`config.mk`:
```
export PLATFORM = sky130hd
export DESIGN_NAME = t1_perf_counter_bank
export DESIGN_NICKNAME = d
export VERILOG_FILES = /design/src/rtl/t1_perf_pkg.sv /design/src/rtl/t1_err_counter.sv /design/src/rtl/t1_g2_irq_latch.sv /design/src/rtl/t1_perf_counter_bank.sv
export SDC_FILE = /design/constraint.sdc
export NUM_CORES = 1
export LEC_CHECK = 0
export BUFFER_PORTS_ARGS = -buffer_cell sky130_fd_sc_hd__buf_2
export CAP_MARGIN = 5
export CORE_MARGIN = 2
export CORE_UTILIZATION = 50
export CTS_CLUSTER_DIAMETER = 120
export DETAILED_ROUTE_END_ITERATION = 16
export GPL_TIMING_DRIVEN = 1
export PLACE_DENSITY = 0.79
export SETUP_SLACK_MARGIN = 0.5
export SKIP_LAST_GASP = 1
export SLEW_MARGIN = 10
export SYNTH_ARGS = -nofsm -noshare
export SYNTH_HDL_FRONTEND = slang
export SYNTH_SLANG_ARGS = --single-unit
```
`constraint.sdc`:
```
create_clock -name clk_i -period 1.7 [get_ports clk_i]
set_clock_uncertainty 0.05 [all_clocks]
set_input_delay 0.17 -clock clk_i [delete_from_list [all_inputs] [get_ports clk_i]]
set_output_delay 0.17 -clock clk_i [all_outputs]
set_load 0.02 [all_outputs]
```
`src/rtl/t1_perf_pkg.sv`:
```
package t1_perf_pkg;
  localparam int unsigned NUM_CNT = 4;
  localparam int unsigned MAX_W   = 8;

  typedef enum int unsigned {
    IDX_BPV = 0,
    IDX_CRC = 1,
    IDX_FE  = 2,
    IDX_SE  = 3
  } cnt_idx_e;

  localparam int unsigned CNT_W      [NUM_CNT] = '{8, 8, 4, 4};
  localparam bit          HAS_OVF    [NUM_CNT] = '{1'b1, 1'b1, 1'b1, 1'b0};
  localparam bit          IRQ_ON_INC [NUM_CNT] = '{1'b0, 1'b0, 1'b0, 1'b1};
endpackage

```
`src/rtl/t1_err_counter.sv`:
```
module t1_err_counter #(
  parameter int unsigned W          = 8,
  parameter bit          HAS_OVF    = 1'b1,
  parameter bit          IRQ_ON_INC = 1'b0
) (
  input  logic         clk_i,
  input  logic         rst_ni,
  input  logic         clr_i,
  input  logic         inc_i,
  output logic [W-1:0] cnt_o,
  output logic         ovf_o,
  output logic         irq_src_o
);
  logic [W-1:0] cnt_q;
  logic         take;
  logic         at_max;

  assign take   = inc_i & ~clr_i;
  assign at_max = &cnt_q;

  always_ff @(posedge clk_i or negedge rst_ni) begin
    if (!rst_ni)    cnt_q <= '0;
    else if (clr_i) cnt_q <= '0;
    else if (inc_i) cnt_q <= cnt_q + 1'b1;
  end

  assign cnt_o = cnt_q;

  generate
    if (HAS_OVF) begin : g_ovf
      logic ovf_q;
      always_ff @(posedge clk_i or negedge rst_ni) begin
        if (!rst_ni)                    ovf_q <= 1'b0;
        else if (clr_i)                 ovf_q <= 1'b0;
        else if (inc_i && at_max)       ovf_q <= 1'b1;
      end
      assign ovf_o = ovf_q;
      if (IRQ_ON_INC) begin : g_inc_irq
        assign irq_src_o = take;
      end else begin : g_ovf_irq
        // only the 0->1 transition of the flag is a cause
        assign irq_src_o = take & at_max & ~ovf_q;
      end
    end else begin : g_no_ovf
      assign ovf_o = 1'b0;
      if (IRQ_ON_INC) begin : g_inc_irq
        assign irq_src_o = take;
      end else begin : g_none
        assign irq_src_o = 1'b0;
      end
    end
  endgenerate
endmodule

```
`src/rtl/t1_g2_irq_latch.sv`:
```
module t1_g2_irq_latch #(
  parameter int unsigned N = 4
) (
  input  logic         clk_i,
  input  logic         rst_ni,
  input  logic [N-1:0] src_i,
  input  logic         ack_i,
  output logic         irq_o
);
  logic pend_q;

  // a fresh cause beats a simultaneous acknowledge
  always_ff @(posedge clk_i or negedge rst_ni) begin
    if (!rst_ni)     pend_q <= 1'b0;
    else if (|src_i) pend_q <= 1'b1;
    else if (ack_i)  pend_q <= 1'b0;
  end

  assign irq_o = pend_q;
endmodule

```
`src/rtl/t1_perf_counter_bank.sv`:
```
module t1_perf_counter_bank
  import t1_perf_pkg::*;
(
  input  logic       clk_i,
  input  logic       rst_ni,
  input  logic       bpv_evt_i,
  input  logic       bpv_b8zs_i,
  input  logic       crc_evt_i,
  input  logic       fe_evt_i,
  input  logic       se_evt_i,
  input  logic       clr_bpv_i,
  input  logic       clr_crc_i,
  input  logic       clr_fe_i,
  input  logic       clr_se_i,
  input  logic       irq_ack_i,
  output logic [7:0] bpv_cnt_o,
  output logic       bpv_ovf_o,
  output logic [7:0] crc_cnt_o,
  output logic       crc_ovf_o,
  output logic [3:0] fe_cnt_o,
  output logic       fe_ovf_o,
  output logic [3:0] se_cnt_o,
  output logic       g2_irq_o
);
  logic [NUM_CNT-1:0]            inc_vec;
  logic [NUM_CNT-1:0]            clr_vec;
  logic [NUM_CNT-1:0]            src_vec;
  logic [NUM_CNT-2:0]            ovf_vec;
  logic [NUM_CNT-1:0][MAX_W-1:0] cnt_all;

  // B8ZS substitution violations are line coding, not errors
  assign inc_vec[IDX_BPV] = bpv_evt_i & ~bpv_b8zs_i;
  assign inc_vec[IDX_CRC] = crc_evt_i;
  assign inc_vec[IDX_FE]  = fe_evt_i;
  assign inc_vec[IDX_SE]  = se_evt_i;

  assign clr_vec[IDX_BPV] = clr_bpv_i;
  assign clr_vec[IDX_CRC] = clr_crc_i;
  assign clr_vec[IDX_FE]  = clr_fe_i;
  assign clr_vec[IDX_SE]  = clr_se_i;

  generate
    for (genvar g = 0; g < NUM_CNT; g++) begin : g_cnt
      localparam int unsigned W = CNT_W[g];
      logic [W-1:0] cnt_w;
      logic         ovf_w;

      t1_err_counter #(
        .W          (W),
        .HAS_OVF    (HAS_OVF[g]),
        .IRQ_ON_INC (IRQ_ON_INC[g])
      ) i_cnt (
        .clk_i     (clk_i),
        .rst_ni    (rst_ni),
        .clr_i     (clr_vec[g]),
        .inc_i     (inc_vec[g]),
        .cnt_o     (cnt_w),
        .ovf_o     (ovf_w),
        .irq_src_o (src_vec[g])
      );

      if (W < MAX_W) begin : g_pad
        assign cnt_all[g] = {{(MAX_W-W){1'b0}}, cnt_w};
      end else begin : g_full
        assign cnt_all[g] = cnt_w;
      end

      if (g < NUM_CNT-1) begin : g_ovf_out
        assign ovf_vec[g] = ovf_w;
      end else begin : g_ovf_sink
        logic unused_ovf;
        assign unused_ovf = ovf_w;
      end
    end
  endgenerate

  t1_g2_irq_latch #(.N(NUM_CNT)) i_irq (
    .clk_i  (clk_i),
    .rst_ni (rst_ni),
    .src_i  (src_vec),
    .ack_i  (irq_ack_i),
    .irq_o  (g2_irq_o)
  );

  logic [3:0] unused_hi;
  assign unused_hi = {cnt_all[IDX_FE][7:6], cnt_all[IDX_SE][7:6]};

  assign bpv_cnt_o = cnt_all[IDX_BPV];
  assign crc_cnt_o = cnt_all[IDX_CRC];
  assign fe_cnt_o  = cnt_all[IDX_FE][3:0];
  assign se_cnt_o  = cnt_all[IDX_SE][3:0];
  assign bpv_ovf_o = ovf_vec[IDX_BPV];
  assign crc_ovf_o = ovf_vec[IDX_CRC];
  assign fe_ovf_o  = ovf_vec[IDX_FE];
endmodule

```
# ---- Word-level counts from Yosys, hierarchy flattened
# Index checks and enable logic that the tools add are counted.
dict set report word_totals {
  reg_bits 28
  out_inout_bits 28
  wordCells 62
}
dict set report classes {
  n_addsub 4
  n_mux 16
  bitwise 19
  n_reduce_logical 15
}
# op n
set ops {}
lappend ops {{$mux W8} 4}
lappend ops {{$add A8 B1 Y8 const B} 2}
lappend ops {{$mux W4} 4}
lappend ops {{$reduce_and A8 Y1} 2}
lappend ops {{$reduce_bool A2 Y1} 8}
lappend ops {{$and A1 B1 Y1} 11}
lappend ops {{$add A4 B1 Y4 const B} 2}
lappend ops {{$mux W1} 8}
lappend ops {{$not A1 Y1} 8}
lappend ops {{$reduce_and A4 Y1} 1}
lappend ops {{$reduce_or A4 Y1} 1}
lappend ops {{$logic_and A1 B1 Y1} 3}

# ---- Longest topological paths before layout
# Gate-level depths: netlist of run 1.
dict set report depth {
  word_depth 7
  ltp_mapped 4
  depth_no_buf 4
}

# ---- Cells and area by module
# A second synthesis of run 1 with hierarchy kept.
dict set report unflattened {
  hier_cells 131
  area_unflattened_um2 1400.1
}
# module n_inst cells_per_inst area_per_inst_um2 seq_area_each_um2
set modules_own_cells {}
lappend modules_own_cells {{t1_err_counter at g_cnt[0].i_cnt ...} 2 42 427.9 225.2}
lappend modules_own_cells {{t1_err_counter at g_cnt[2].i_cnt} 1 22 251.5 125.1}
lappend modules_own_cells {{t1_err_counter at g_cnt[3].i_cnt} 1 20 239.0 100.1}
lappend modules_own_cells {t1_g2_irq_latch 1 4 40.0 25.0}
lappend modules_own_cells {t1_perf_counter_bank 1 1 13.8 0.0}

# ---- Worst setup path after synthesis of run 1
# OpenSTA, ideal clock, no wires.
dict set report synth_path {
  path_kind {register -> register}
  startpoint {register g_cnt[1].i_cnt.cnt_q[0]}
  endpoint {register i_irq.pend_q, in the netlist i_irq.irq_o}
  setup_time_ns 0.069
  arrival_time_ns 1.419
  setup_slack_ns 0.162
  path_stages_with_launch 5
  n_path_buf 0
  cell_sequence {dfrtp_1 > ha_1 > nand4_1 > or4_1 > nand3_1}
}
dict set report synth_via {
  elab_chain_cells 5
  elab_cells_between_ends 6
}
# item line_no
set synth_rtl {}
lappend synth_rtl {{from (decl)} t1_err_counter.sv:14} ;# logic [W-1:0] cnt_q;
lappend synth_rtl {{from (signal assigned)} t1_err_counter.sv:24} ;# else if (inc_i) cnt_q <= cnt_q + 1'b1;
lappend synth_rtl {{$reduce_and A8 Y1 (*)} t1_err_counter.sv:19} ;# assign at_max = &cnt_q;
lappend synth_rtl {{$and A1 B1 Y1 (*) (2 in a row)} t1_err_counter.sv:42} ;# assign irq_src_o = take & at_max & ~ovf_q;
lappend synth_rtl {{$reduce_or A4 Y1 (*)} t1_g2_irq_latch.sv:15} ;# else if (|src_i) pend_q <= 1'b1;
lappend synth_rtl {{$mux W1 or $reduce_bool A2 Y1 (tied branches)} -}
lappend synth_rtl {{to (signal assigned)} t1_g2_irq_latch.sv:14} ;# if (!rst_ni) pend_q <= 1'b0;
lappend synth_rtl {{to (signal assigned)} t1_g2_irq_latch.sv:15}
lappend synth_rtl {{to (signal assigned)} t1_g2_irq_latch.sv:16} ;# else if (ack_i) pend_q <= 1'b0;
lappend synth_rtl {{to (decl)} t1_g2_irq_latch.sv:10} ;# logic pend_q;
# Mark *: on every way between the ends. The rest lies on a longest branch, timed or not.
# A chain may end at the register's enable or synchronous reset.

# ---- Worst setup path in the final report of run 1
dict set report layout_path {
  startpoint {register g_cnt[0].i_cnt.cnt_q[1]}
  endpoint {register g_cnt[0].i_cnt.cnt_q[6]}
}
dict set report layout_via {
  elab_chain_cells 3
}
# item line_no
set layout_rtl {}
lappend layout_rtl {{from (decl)} t1_err_counter.sv:14}
lappend layout_rtl {{from (signal assigned)} t1_err_counter.sv:24}
lappend layout_rtl {{$add A8 B1 Y8} t1_err_counter.sv:24}
lappend layout_rtl {{$mux W8} t1_err_counter.sv:24}
lappend layout_rtl {{$mux W8} t1_err_counter.sv:23} ;# else if (clr_i) cnt_q <= '0;
# No other way between the ends. The select of a mux whose other input is x is not followed.

==> results of run 1 <==
## sequential cells by signal (all words and copies together), names as in the netlist
signal and flops:
g_cnt.i_cnt.ovf_o 3, g_cnt.i_cnt.cnt_o 24, i_irq.irq_o 1
## worst max-delay path, delay by kind of cell (launching register included)
| family | cells | cell delay [ps] |
|---|---|---|
| AND/OR/NAND/NOR | 2 | 320 |
| flip-flops | 1 | 470 |
| multiplexers | 1 | 300 |
| adder cells (fa/ha/maj) | 1 | 160 |
## where the power goes
part | total, mW | leakage (nW) | switching [mW] | internal (mW)
combinational | 0.181 | 0.505 | 0.0978 | 0.0830
sequential | 0.708 | 0.361 | 0.0214 | 0.686
clock | 0.264 | 0.0138 | 0.181 | 0.0830
## routing by layer
layer	vias to the layer above	GRT usage, %
met5	-	0
met1	559	23.4
met4	0	7.32
met2	46	33.2
li1	574	-
met3	4	1.86
## final cells by class
cell class              count  area (um^2)  area share [%]
clock buffers               3         22.5            1.19
inverters                   2         7.51           0.397
multi-input cells          97          712            37.7
flip-flops and latches     28          718            38.0
well taps                  30         37.5            1.99
repair buffers             55          393            20.8
## path summary, 6_finish.rpt
path | start | end | slack [ps] | cells past startpoint
min in group asynchronous | rst_ni | g_cnt[2].i_cnt.cnt_o[0] | 330 | 2
worst max-delay path | g_cnt[0].i_cnt.cnt_o[1] | g_cnt[0].i_cnt.cnt_o[6] | 300 | 4
worst min register to register | g_cnt[0].i_cnt.ovf_o | g_cnt[0].i_cnt.ovf_o | 490 | 2
worst min-delay path | clr_fe_i | g_cnt[2].i_cnt.ovf_o | 9 | 2
max in group asynchronous | rst_ni | g_cnt[1].i_cnt.cnt_o[5] | 830 | 2
worst max register to register | g_cnt[0].i_cnt.cnt_o[1] | g_cnt[0].i_cnt.cnt_o[6] | 300 | 4
## metrics by stage
step | instances | cell area (um^2)
after floorplan | 129 | 1380
after global placement | 196 | 1610
after detailed placement | 196 | 1610
after CTS | 211 | 1770
after global routing | 215 | 1890
final | 215 | 1890
## repair_timing
action                     in CTS  in global routing
resized for setup              12                 28
pin swaps                       7                  6
hold endpoints to repair       32                  0
buffers inserted               10                  4
hold buffers                    2                  0
setup endpoints to repair      13                 25
## kinds of logic (layout without fill, tap and decap cells)
kind of cell               count (synthesis)  after routing  synth area share (%)
and+or+nand+nor                           59             59                  23.2
DFF                                       28             28                  52.3
AOI/OAI and AO/OA                         18             18                  8.41
xor gates and xnor gates                  10             10                  6.54
muxes                                      6              6                  4.67
adders and majority gates                  4              4                  3.74
buffers and inverters                      4             60                  1.12
## synth_stat cells (all sizes together), types with 2 or more instances
cell type,n,area share [%]
nor2,20,5.6
or3,2,0.93
nand3,3,1.1
or4,4,2.2
o21ai,2,0.75
inv,2,0.56
nand3b,2,1.1
xor2,7,4.6
and4,2,1.4
a21oi,9,3.4
mux2i,4,3.0
nand2b,4,1.9
nor2b,2,0.93
mux2,2,1.7
xnor2,3,2.0
nand2,9,2.5
dfrtp,28,52
o31ai,3,1.7
clkbuf,2,0.56
ha,4,3.7
nand4,9,4.2
==> summary.md, run 1 <==
| Metric | Value |
|---|---|
| Status | `completed` |
| Vias/cell | `5.50` |
| Post-route setup slack | `between 200 and 300 ps` |
| Gate Count Post-Synth | `129` |
| Total GRT Usage | `18.7%` |
| Worst path max stage delay | `470 ps` |
| Hold WS | `9.28 ps` |
| First-pass GRT wire length | `4790 um` |
| CTS HTree Levels | `1` |
| Clock buffer count from CTS | `3` |
| PD cells | `610 mW/mm^2` |
| Utilization after layout | `75.6%` |
| Synth Net Count | `145` |
| Slowest CP cell | `dfrtp_2` |
| Via count | `1183` |
| CP required | `1870 ps` |
| Minimum clock period | `approximately 1400 ps` |
| Yosys cell types | `28` |
| Setup TNS Final | `0 ps` |
| Max-cap violations | `0` |
| Die area | `0.00311 mm^2` |
| Metal-1 WL | `1280 um` |
| Final Hold Viols | `0` |
| Worst Path Max Fanout | `4` |
| Syn avg cell area | `about 10 um^2` |
| Die height | `55.7 um` |
| Endpoints failing setup | `0` |
| Num rows | `18` |
| Hold crit path type | `in2reg` |
| Ys flop type | `dfrtp_1` |
| Leakage power | `about 0.9 nW` |
| Initial antenna violation count | `0` |
| CTS max path bufs | `2` |
| Diode count | `0` |
| Number of global-route vias before repair | `around 1.1k` |
| Top Layer Used | `met4` |
| RePlAce Congestion | `0.765` |
| Net count, final | `just over 200` |
| Worst-margin pin slew | `619 ps` |
| Most common cell after layout, fill and taps aside | `buf_2` |
| Filler Cell Count | `165` |
| Critical path class | `reg2reg` |
| CP endpoint kind | `register` |
| DRC viols | `0` |
| Place WS | `238 ps` |
| Avg WL per Cell | `around 13 um` |
| WL final | `2890 um` |
| Fin crit share | `82.4%` |
| Routed Antenna Nets | `0` |
| Max IR drop VDD | `0.482 mV` |
| Clk root buf | `clkbuf_4` |
| IO Port Bufs | `39` |
| Overflow after GRT | `0` |
| Core area | `approximately 0.0025 mm^2` |
| RSZ-0062 raised after global routing | `yes` |
| WL met2 | `1400 um` |
| HPWL Detailed | `1850 um` |
| Clk slew on worst S/H paths | `approximately 140 ps` |
| Startpoint Class | `register` |
| Num ports | `40` |
| Initial drt markers | `36` |
| EDFF count, synth | `0` |
| Register bit count reported by yosys | `28` |
| Wire length on met3 | `163 um` |
| Cell Area, Synth | `between 0.001 and 0.0015 mm^2` |
| Die outline width | `55.7 um` |
| Initial Util | `53.6%` |
| Area Growth Syn to Fin | `41.2%` |
| Max Transition Viols Final | `0` |
| Drt pass-1 iters | `4` |
| CTS tree | `yes` |
| CP cell instances | `ha_4, and4b_2, nand4_1, mux2_4` |
| Fraction of registers with async set/reset | `100%` |
| Share of cells above drive strength 1 | `50.3%` |
| Sink Count | `28` |
| Clk_lat worst skew | `320 ps` |
| Fmax | `714 MHz` |
| Total power | `1.15 mW` |
| Pin count of the biggest net entering global routing | `29` |
| Warnings, synthesis | `0` |
| Most frequent cells in the layout | `buf_2 (28), nor2_1 (20), dfrtp_2 (14), dfrtp_1 (14), buf_4 (13)` |
| Relative slew slack | `58.8%` |
| Sequential share of the synthesized area | `a little over half` |
| CP Data Arrival Time | `1570 ps` |
Power figures use the tool's default switching activity.
==> run 2, diff against run 1 <==
Clock period 1.7 ns to 1.32 ns, I/O delays scaled along.
==> summary.md, run 2 (synthesis gave the netlist of run 1 again) <==
| Metric | Value |
|---|---|
| Clk root buf | `clkbuf_4` |
| Net count, final | `222 (+9.4%)` |
| Final Instance Area | `0.00226 mm^2 (+20%)` |
| CP required | `1510 ps (-360 ps)` |
| Max reg flops | `24 (unchanged)` |
| RSZ-0062 raised after global routing | `yes` |
| Clock buffer count from CTS | `3 (unchanged)` |
| Pint | `1.36 mW (+59%)` |
| Pin count of the biggest net entering global routing | `29 (unchanged)` |
| Hold crit path type | `in2async` |
| PD cells | `799 mW/mm^2 (+31%)` |
| Max-cap violations | `0 (unchanged)` |
| Diode count | `0 (unchanged)` |
| CTS max path bufs | `2 (unchanged)` |
| Clk slew on worst S/H paths | `150 ps (about the same)` |
| Initial drt markers | `77 (+110%)` |
| Worst-margin pin slew | `613 ps (-5.18 ps)` |
| WL final | `4310 um (+50%)` |
| Die height | `55.7 um (unchanged)` |
| NetSw | `0.447 mW (+49%)` |
| Hold WS | `-270 ps (-279 ps)` |
| Placed Instances | `204 (+4.1%)` |
| RePlAce Congestion | `0.828 (+8.3%)` |
| Clk_lat worst skew | `340 ps (+20 ps)` |
| Initial Util | `53.6% (unchanged)` |
| Minimum clock period | `1480 ps (+83.4 ps)` |
| Max IR drop VDD | `0.742 mV (+54%)` |
| Total GRT Usage | `26.4% (+7.7 points)` |
| CP endpoint kind | `register` |
| Register area | `726 um^2 (+1.0%)` |
| Setup TNS Final | `-864 ps (-864 ps)` |
| CTS HTree Levels | `1 (unchanged)` |
| Overflow after GRT | `0 (unchanged)` |
| Vias/cell | `5.86 (+6.4%)` |
| CTS tree | `yes` |
| CP Data Arrival Time | `1680 ps (+110 ps)` |
| Leakage power | `1.02 nW (+15%)` |
| Total power | `1.81 mW (+57%)` |
| DRC viols | `0 (unchanged)` |
| Post-Layout Cell Count | `235 (+9.3%)` |
| Worst Path Max Fanout | `3 (-1)` |
| Combinational share of power | `17.4% (+1.7 points)` |
| Failing checks | `hold timing, setup timing` |
| Fin crit share | `112% (+30 points)` |
| Avg WL per Cell | `18.4 um (+37%)` |
| Footprint of the multi-input gates | `768 um^2 (+7.9%)` |
| First-pass GRT wire length | `6500 um (+36%)` |
| Startpoint Class | `register` |
| Critical path class | `reg2reg` |
| Area after DPL | `0.00169 mm^2 (+5.5%)` |
| Initial antenna violation count | `0 (unchanged)` |
| Number of global-route vias before repair | `1353 (+20%)` |
| Flop pwr share | `51.2% (-10 points)` |
| Final Hold Viols | `28 (+28)` |
| Most frequent cells in the layout | `buf_6 (37), buf_4 (23), nor2_1 (20), dfrtp_2 (20), buf_2 (12)` |
| Sink Count | `28 (unchanged)` |
| Fmax | `674 MHz (-5.6%)` |
| Filler Cell Count | `101 (-39%)` |
| Num ports | `40 (unchanged)` |
| Area Growth Syn to Fin | `68.9%` |
| Net Sw Frac | `24.8% (-1.3 points)` |
| Status | `finished, violations left` |
| Die outline width | `55.7 um (unchanged)` |
| Hold_buf cts | `2 (unchanged)` |
| Relative slew slack | `59.1% (+0.35 points)` |
| Core area | `0.00250 mm^2 (unchanged)` |
| Drt pass-1 iters | `4 (unchanged)` |
| Routed Antenna Nets | `0 (unchanged)` |
| Clock share of power | `31.4% (+8.5 points)` |
| HPWL Detailed | `2130 um (+15%)` |
| Max Transition Viols Final | `0 (unchanged)` |
| IO Port Bufs | `39 (unchanged)` |
| Via count | `1376 (+16%)` |
| Num rows | `18 (unchanged)` |
| Die area | `0.00311 mm^2 (unchanged)` |
| Most common cell after layout, fill and taps aside | `buf_6` |
| Endpoints failing setup | `10 (+10)` |
| Post-route setup slack | `-164 ps (-463 ps)` |
| Share of cells above drive strength 1 | `60.5% (+10 points)` |
## run 2: changes by cell type in the layout (fill, tap and decap cells not counted), sizes merged
cell and delta:
buf +19, bufinv +1
## run 2: cell type report
type | count | area share [%]
Clock buffer | 3 | 0.996
Inverter | 2 | 0.332
Sequential cell | 28 | 32.1
Timing Repair Buffer | 74 | 29.6
Clock inverter | 1 | 1.33
Multi-Input combinational cell | 97 | 34.0
Tap cell | 30 | 1.66
## run 2: critical path, cell delays in order (launching register included)
cell     delay (ps)
dfrtp_2         440
ha_4            140
and4b_1         250
nand4_1         170
mux2_4          330
## run 2: routing by layer
metal	GRT usage, %	up-vias	wire length (um)
li1	-	615	-
met5	0	-	0
met2	45.7	66	2310
met4	10.5	0	114
met3	3.95	11	229
met1	33.1	684	1660
## run 2: final timing paths
path	start	end	slack, ps	cells past startpoint
setup / recovery	g_cnt[0].i_cnt.cnt_o[0]	g_cnt[0].i_cnt.cnt_o[6]	-160	4
hold / removal	rst_ni	g_cnt[0].i_cnt.cnt_o[7]	-270	1
setup reg to reg	g_cnt[0].i_cnt.cnt_o[0]	g_cnt[0].i_cnt.cnt_o[6]	-160	4
hold reg to reg	g_cnt[1].i_cnt.cnt_o[3]	g_cnt[1].i_cnt.cnt_o[3]	570	2
max in group asynchronous	rst_ni	g_cnt[1].i_cnt.cnt_o[1]	1060	1
min in group clk_i	clr_crc_i	g_cnt[1].i_cnt.cnt_o[3]	30	2
## run 2: power by group through the flow
| stage | registers (mW) | clock network (mW) | logic, mW |
|---|---|---|---|
| after floorplan | 0.963 | 0 | 0.0713 |
| after global placement | 0.928 | 0 | 0.196 |
| after detailed placement | 0.930 | 0 | 0.207 |
| after CTS | 0.922 | 0.568 | 0.292 |
| after global routing | 0.929 | 0.602 | 0.341 |
| final | 0.925 | 0.567 | 0.314 |
## run 2: what timing repair did
item	in CTS	in global routing
buffers inserted	21	4
cloned	0	0
pin swaps	14	15
endpoints found under the hold margin	37	28
endpoints found under the setup margin	55	56
gates resized for setup	67	18
## run 2: metrics by stage
| stage | setup slack, ps | util, % |
|---|---|---|
| 2_1_floorplan | -130 | - |
| 3_3_place_gp | -6.73 | 67.8 |
| 3_5_place_dp | -44.8 | 67.8 |
| 4_1_cts | -68.1 | 86.1 |
| 5_1_grt | -222 | 90.4 |
| 6_report | -164 | 90.4 |
